File: src/rtl/dma_pkg.sv
package dma_pkg;

    typedef enum logic [1:0] {
        AM_FIXED = 2'd0,
        AM_INC   = 2'd1,
        AM_DEC   = 2'd2,
        AM_HOLD  = 2'd3
    } amode_e;

    typedef enum logic [1:0] {
        EN_IDLE  = 2'd0,
        EN_READ  = 2'd1,
        EN_WRITE = 2'd2
    } eng_state_e;

    typedef struct packed {
        eng_state_e st;
        logic [2:0] left;
        logic [7:0] data;
    } eng_t;

    function automatic logic [31:0] next_addr(input logic [31:0] a, input amode_e m);
        case (m)
            AM_INC:  return a + 32'd1;
            AM_DEC:  return a - 32'd1;
            default: return a;
        endcase
    endfunction

    function automatic logic [2:0] burst_left(input logic [1:0] code);
        logic [3:0] n;
        n = 4'd1 << code;
        return 3'(n - 4'd1);
    endfunction

endpackage

File: src/rtl/dma_arb.sv
module dma_arb #(
    parameter int NCH = 4,
    parameter int IW  = $clog2(NCH)
) (
    input  logic           clk,
    input  logic           rst,
    input  logic [NCH-1:0] req,
    input  logic           prio_rr,
    input  logic           take,
    output logic [NCH-1:0] gnt,
    output logic [IW-1:0]  gidx,
    output logic           any
);
    logic [IW-1:0] ptr;

    always_comb begin
        int k;
        gnt  = '0;
        gidx = '0;
        any  = 1'b0;
        for (int i = 0; i < NCH; i++) begin
            k = prio_rr ? ((int'(ptr) + 1 + i) % NCH) : i;
            if (!any && req[k]) begin
                any    = 1'b1;
                gnt[k] = 1'b1;
                gidx   = IW'(k);
            end
        end
    end

    always_ff @(posedge clk) begin
        if (rst)       ptr <= IW'(NCH - 1);
        else if (take) ptr <= gidx;
    end

    assert_grant_onehot_R11: assert property (@(posedge clk) disable iff (rst)
        $onehot0(gnt));
    assert_grant_requested_R11: assert property (@(posedge clk) disable iff (rst)
        any |-> ((gnt & req) != '0));

endmodule

File: src/rtl/dma_chan.sv
module dma_chan
    import dma_pkg::*;
#(
    parameter int AW   = 16,
    parameter int BLKW = 16,
    parameter int RPTW = 8
) (
    input  logic            clk,
    input  logic            rst,
    input  logic            en,
    input  logic            start,
    input  logic            owned,
    input  logic            step,
    input  logic            reload,
    input  logic [AW-1:0]   cfg_src,
    input  logic [AW-1:0]   cfg_dst,
    input  logic [1:0]      src_mode,
    input  logic [1:0]      dst_mode,
    input  logic [BLKW-1:0] cfg_blk,
    input  logic [RPTW-1:0] cfg_rpt,
    output logic [AW-1:0]   src_addr,
    output logic [AW-1:0]   dst_addr,
    output logic            last,
    output logic            active,
    output logic            done
);
    logic [BLKW-1:0] blk_left;
    logic [RPTW-1:0] rpt_left;

    assign last = (blk_left == '0) && (cfg_rpt != '0) && (rpt_left == RPTW'(1));

    always_ff @(posedge clk) begin
        if (rst) begin
            active   <= 1'b0;
            done     <= 1'b0;
            blk_left <= '0;
            rpt_left <= '0;
            src_addr <= '0;
            dst_addr <= '0;
        end else begin
            done <= 1'b0;
            if (!en && !owned) begin
                active   <= 1'b0;
                src_addr <= cfg_src;
                dst_addr <= cfg_dst;
            end else if (!active) begin
                if (start && en) begin
                    active   <= 1'b1;
                    blk_left <= cfg_blk;
                    rpt_left <= cfg_rpt;
                end
            end else if (step) begin
                src_addr <= AW'(next_addr(32'(src_addr), amode_e'(src_mode)));
                dst_addr <= AW'(next_addr(32'(dst_addr), amode_e'(dst_mode)));
                if (blk_left == '0) begin
                    if (last) begin
                        active <= 1'b0;
                        done   <= 1'b1;
                        if (reload) begin
                            src_addr <= cfg_src;
                            dst_addr <= cfg_dst;
                        end
                    end else begin
                        blk_left <= cfg_blk;
                        if (cfg_rpt != '0) rpt_left <= rpt_left - RPTW'(1);
                    end
                end else begin
                    blk_left <= blk_left - BLKW'(1);
                end
            end
        end
    end

    assert_done_idle_R8: assert property (@(posedge clk) disable iff (rst)
        done |-> !active);
    assert_done_single_R8: assert property (@(posedge clk) disable iff (rst)
        done |=> !done);

endmodule

File: src/rtl/dma_ctrl.sv
module dma_ctrl
    import dma_pkg::*;
#(
    parameter int NCH  = 4,
    parameter int AW   = 16,
    parameter int BLKW = 16,
    parameter int RPTW = 8,
    parameter int NREQ = 4,
    parameter int TSW  = 3
) (
    input  logic                clk,
    input  logic                rst,
    input  logic [NCH-1:0]      ch_en,
    input  logic [NCH-1:0]      ch_start,
    input  logic [NCH-1:0]      ch_reload,
    input  logic [NCH-1:0]      ch_link,
    input  logic [NCH*AW-1:0]   ch_src,
    input  logic [NCH*AW-1:0]   ch_dst,
    input  logic [NCH*2-1:0]    ch_src_mode,
    input  logic [NCH*2-1:0]    ch_dst_mode,
    input  logic [NCH*2-1:0]    ch_burst,
    input  logic [NCH*BLKW-1:0] ch_blk,
    input  logic [NCH*RPTW-1:0] ch_rpt,
    input  logic [NCH*TSW-1:0]  ch_trig,
    input  logic [NREQ-1:0]     hw_req,
    input  logic                prio_rr,
    output logic [AW-1:0]       mem_addr,
    output logic [7:0]          mem_wdata,
    output logic                mem_we,
    output logic                mem_valid,
    input  logic                mem_ready,
    input  logic [7:0]          mem_rdata,
    output logic [NCH-1:0]      ch_busy,
    output logic [NCH-1:0]      ch_done
);
    localparam int IW = $clog2(NCH);

    logic [AW-1:0]  src_a [NCH];
    logic [AW-1:0]  dst_a [NCH];
    logic [NCH-1:0] last_v, act_v, done_v, step_v, owned_v, start_v, trig_ok, req_v, gnt_v;
    logic [IW-1:0]  gidx, owner;
    logic           any, take;
    eng_t           eng;

    always_comb begin
        logic [TSW-1:0] sel;
        for (int c = 0; c < NCH; c++) begin
            sel        = ch_trig[c*TSW +: TSW];
            trig_ok[c] = (sel == '0);
            for (int r = 0; r < NREQ; r++)
                if (sel == TSW'(r + 1)) trig_ok[c] = trig_ok[c] | hw_req[r];
        end
    end

    assign req_v = act_v & ch_en & trig_ok;
    assign take  = (eng.st == EN_IDLE) && any;

    for (genvar c = 0; c < NCH; c++) begin : g_ch
        localparam int P = ((c ^ 1) < NCH) ? (c ^ 1) : c;
        if (P != c) begin : g_pair
            assign start_v[c] = ch_start[c] | (ch_link[P] & done_v[P]);
        end else begin : g_solo
            assign start_v[c] = ch_start[c];
        end
        assign step_v[c]  = (eng.st == EN_WRITE) && mem_ready && (owner == IW'(c));
        assign owned_v[c] = (eng.st != EN_IDLE) && (owner == IW'(c));

        dma_chan #(.AW(AW), .BLKW(BLKW), .RPTW(RPTW)) u_chan (
            .clk      (clk),
            .rst      (rst),
            .en       (ch_en[c]),
            .start    (start_v[c]),
            .owned    (owned_v[c]),
            .step     (step_v[c]),
            .reload   (ch_reload[c]),
            .cfg_src  (ch_src[c*AW +: AW]),
            .cfg_dst  (ch_dst[c*AW +: AW]),
            .src_mode (ch_src_mode[c*2 +: 2]),
            .dst_mode (ch_dst_mode[c*2 +: 2]),
            .cfg_blk  (ch_blk[c*BLKW +: BLKW]),
            .cfg_rpt  (ch_rpt[c*RPTW +: RPTW]),
            .src_addr (src_a[c]),
            .dst_addr (dst_a[c]),
            .last     (last_v[c]),
            .active   (act_v[c]),
            .done     (done_v[c])
        );
    end

    dma_arb #(.NCH(NCH), .IW(IW)) u_arb (
        .clk     (clk),
        .rst     (rst),
        .req     (req_v),
        .prio_rr (prio_rr),
        .take    (take),
        .gnt     (gnt_v),
        .gidx    (gidx),
        .any     (any)
    );

    always_ff @(posedge clk) begin
        if (rst) begin
            eng   <= '{st: EN_IDLE, left: '0, data: '0};
            owner <= '0;
        end else begin
            case (eng.st)
                EN_IDLE: if (any) begin
                    owner    <= gidx;
                    eng.left <= burst_left(ch_burst[int'(gidx)*2 +: 2]);
                    eng.st   <= EN_READ;
                end
                EN_READ: if (mem_ready) begin
                    eng.data <= mem_rdata;
                    eng.st   <= EN_WRITE;
                end
                EN_WRITE: if (mem_ready) begin
                    if (last_v[owner] || eng.left == '0) begin
                        eng.st <= EN_IDLE;
                    end else begin
                        eng.left <= eng.left - 3'd1;
                        eng.st   <= EN_READ;
                    end
                end
                default: eng.st <= EN_IDLE;
            endcase
        end
    end

    assign mem_valid = (eng.st != EN_IDLE);
    assign mem_we    = (eng.st == EN_WRITE);
    assign mem_addr  = (eng.st == EN_WRITE) ? dst_a[owner] : src_a[owner];
    assign mem_wdata = eng.data;
    assign ch_busy   = act_v;
    assign ch_done   = done_v;

    assert_req_hold_R5: assert property (@(posedge clk) disable iff (rst)
        (mem_valid && !mem_ready) |=> (mem_valid && $stable(mem_addr) && $stable(mem_we)));
    assert_owner_busy_R6: assert property (@(posedge clk) disable iff (rst)
        mem_valid |-> ch_busy[owner]);

endmodule

File: config.mk
export PLATFORM = sky130hd
export DESIGN_NAME = dma_ctrl
export DESIGN_NICKNAME = d
export VERILOG_FILES = /design/src/rtl/dma_pkg.sv /design/src/rtl/dma_arb.sv /design/src/rtl/dma_chan.sv /design/src/rtl/dma_ctrl.sv
export SDC_FILE = /design/constraint.sdc
export NUM_CORES = 1
export LEC_CHECK = 0
export ABC_AREA = 0
export BUFFER_PORTS_ARGS = -buffer_cell sky130_fd_sc_hd__buf_4
export CORE_UTILIZATION = 59
export DETAILED_ROUTE_END_ITERATION = 12
export GPL_ROUTABILITY_DRIVEN = 0
export GPL_TIMING_DRIVEN = 0
export PLACE_DENSITY = 0.83
export SYNTH_ARGS = -nofsm -noshare
export SYNTH_HDL_FRONTEND = slang
export SYNTH_SLANG_ARGS = --single-unit
File: constraint.sdc
create_clock -name clk -period 4.1 [get_ports clk]
set_input_delay 0.41 -clock clk [delete_from_list [all_inputs] [get_ports clk]]
set_output_delay 0.41 -clock clk [all_outputs]
set_load 0.005 [all_outputs]
==> impl_results.md <==
* Outcome: finished clean
* Max_cap viols at 0
* Mapped Area at 20200 um^2
* Pwr dens at 324 nW/um^2
* Placement row count at 67
* Ranking of synthesized cells by area: dfxtp_1 25%, ha_1 8.2%, nand2_1 6.1%
* Hold path depth at 3
* # hold bufs at CTS at 0
* Worst-path maximum fanout at 7
* Area Growth Syn to Fin at 19.6%
* Die ar. at around 35000 um^2
* Total wire length at 78200 um
* Crit share post-route at between 80 and 90%
* Wire per inst at 22.3 um
* Die Span Y at between 150 and 200 um
* Mapped Cells at between 2000 and 3000
* Final nets at approximately 3500
* Top-area cell type share of the netlist area at around a quarter
* CTS Buffer Depth at 3
* WS Path Type: reg2reg
* Largest stage delay, worst path at about 0.5 ns
* Slew Viols, Final at 0
* Max VDD drop at 0.334 mV
* Most frequent cell after synthesis: nand2_1
* Fin crit period at around 3.6 ns
* Post-DP HPWL at 58900 um
* Clk_skew at approximately 0.025 ns
* Initial antenna violation count at 7
* Fin util at a little over 70%
* P_sw at 2.69 mW
* Worst EP required at between 4 and 5 ns
* CTS Sinks at 249
* Arrival @ worst endpoint at 4.14 ns
* P_leak at between 10 and 15 nW
* Starting Density at between 60% and 70%
* Crit path launch type: flop
* Largest net degree at the start of global routing at 18
* Root Buffer: clkbuf_16
* Clk slew on worst S/H paths at 0.06 ns
* Synth cell types at 94
* Synth cell count leaders: 327 x nand2_1, 266 x nor2_1, 249 x dfxtp_1
* Setup bufs post-CTS at 0
* FMAX at roughly 270 MHz
* EDFF count, synth at 0
* Grt ovf at 0
* RSZ-0062 raised after global routing: no
* Vias in the first global route at 22500
* Placeable core area at roughly 34000 um^2
* Total iterations of the first detailed-routing run at 10
* Post-synth ARST share at 0%
* Combinational share of power at 29.4%
* CP Cell Sequence: clkbuf_1, o2111a_1, o2111ai_1, a21oi_1, nor3b_1, a311oi_1, o31a_1, ha_1, or2b_1, or3_1, a221o_1, o211ai_1
* Worst-Margin Slew at approximately 1.3 ns
* First-pass GRT wire length at between 100000 and 150000 um
* Switching fraction of total power at around 34%
* Clock Latency Late Sink at around 0.58 ns
* Sequential share of power at between 30% and 40%
* Yosys reg bits at around 250
* Syn Area/Cell at ~7.5 um^2
* TritonCTS Buffers at 30
* Net Count, Synth at 3117
* Final setup fails at 0
* Cell taking the most area after synthesis: dfxtp_1
* Post-route ant nets at 0
* Hold/Removal Path Class: in2reg
* Layout cells sized above 1 at 15.8%
* Post-CTS Resized at 0
* Drt initial violations at 3510
* GRT Total Usage at between 40 and 50%
* Slew Limit Headroom at roughly 14%
* Fin Setup TNS at 0 ns
* Internal at just over 5 mW
* Ys flop type: dfxtp_1
* Ys Warns at 0
* Routed vias at 24100
* DR DRC count at 0
* TritonCTS clock tree: built
* Routed vias/inst at 6.85
* I/O pins at about 330
* Final Hold Vio Count at 0
* Number of H-tree levels at 1
* DIE WIDTH at approximately 190 um
* Seq/Total Area, Yosys at 24.7%
* Crit end category: flop
* Input/output buffers at ~330
* Clock power frac at between 30% and 40%
* Worst path slowest cell: a21oi_1
* Worst R2R Path Depth at 12
## worst max-delay path: cells and delay by family, from the launching register on
kind                     cells  cell delay (ns)
AO/OA/AOI/OAI                7             1.95
buffers and inverters        1             0.40
flip-flops                   1             0.37
adder cells (fa/ha/maj)      1             0.21
AND/OR/NAND/NOR              3             0.66
## final timing paths
path / start / to / slack [ns]
worst max-delay path: g_ch[3].u_chan.active$_SDFF_PP0_ / eng[10]$_SDFFE_PP0P_ / 0.46
worst min-delay path: mem_rdata[5] / mem_wdata[5]$_SDFFE_PP0P_ / 0.07
worst max register to register: g_ch[3].u_chan.active$_SDFF_PP0_ / eng[10]$_SDFFE_PP0P_ / 0.46
worst min register to register: mem_wdata[1]$_SDFFE_PP0P_ / mem_wdata[1]$_SDFFE_PP0P_ / 0.50
## metal layers
| metal | vias to the layer above | GRT usage, % | wire length, um |
|---|---|---|---|
| li1 | 10800 | - | - |
| met1 | 11100 | 54.2 | 28400 |
| met5 | - | 0 | 23 |
| met2 | 1826 | 66.5 | 33300 |
| met3 | 400 | 9.77 | 10600 |
| met4 | 4 | 28.9 | 5980 |
## power by group through the flow
stage	clock [mW]	combinational [mW]	sequential, mW
after floorplan	0	1.49	2.76
after global placement	0	2.12	2.86
after detailed placement	0	2.19	2.87
after CTS	2.65	2.21	2.82
after global routing	2.77	2.48	2.85
final	2.67	2.30	2.85
## state kept, by name, indices dropped and copies added, names as in the netlist
signal and cells:
eng 5, g_ch.u_chan.dst_addr 64, g_ch.u_chan.done 4, u_arb.ptr 2, g_ch.u_chan.rpt_left 32, owner 2, g_ch.u_chan.blk_left 64, g_ch.u_chan.src_addr 64
g_ch.u_chan.active 4, mem_wdata 8
## logic make-up (layout without fill, tap and decap cells)
group / after synthesis / after routing / synth area share, %
XOR/XNOR: 71 / 71 / 3.08
adder cells (fa/ha/maj): 141 / 141 / 9.04
buffers and inverters: 245 / 618 / 5.16
AO/OA/AOI/OAI: 954 / 954 / 30.5
multiplexers: 53 / 53 / 4.69
flip-flops: 249 / 249 / 24.7
AND/OR/NAND/NOR: 971 / 971 / 22.9
other: 0 / 6 / 0
## per-stage QoR
stage | std cells | hold WS (ns) | cell area [um^2] | setup slack [ns] | power (mW)
final | 3511 | 0.0694 | 24100 | 0.461 | 7.81
after CTS | 3505 | 0.0670 | 24100 | 0.537 | 7.67
after detailed placement | 3457 | 0.486 | 23200 | 0.483 | 5.06
after floorplan | 2684 | 0.447 | 20200 | 1.03 | 4.25
after global routing | 3509 | 0.0816 | 24100 | 0.218 | 8.10
after global placement | 3457 | 0.458 | 23200 | 0.522 | 4.98
## cells in the final DEF (no fill, tap or decap), types with 46 or more instances in the layout
master / instances
xnor2_1: 46
a21oi_1: 237
dfxtp_1: 249
ha_1: 133
inv_1: 89
nand3_1: 58
nor2_1: 266
a211oi_1: 52
o211ai_1: 54
a22oi_1: 48
o21ai_0: 224
nor3_1: 83
clkbuf_1: 118
nand2_1: 327
buf_4: 343
## layout make-up
| class | instances | area (um^2) |
|---|---|---|
| Clock inverter | 5 | 75.1 |
| Antenna cell | 6 | 15.0 |
| Tap cell | 448 | 561 |
| Sequential cell | 249 | 4980 |
| Clock buffer | 43 | 871 |
| Timing Repair Buffer | 325 | 2440 |
| Multi-Input combinational cell | 2190 | 14200 |
| Fill cell | 2702 | 9470 |
| Inverter | 91 | 342 |
| Buffer | 154 | 699 |
Power figures use the tool's default switching activity.
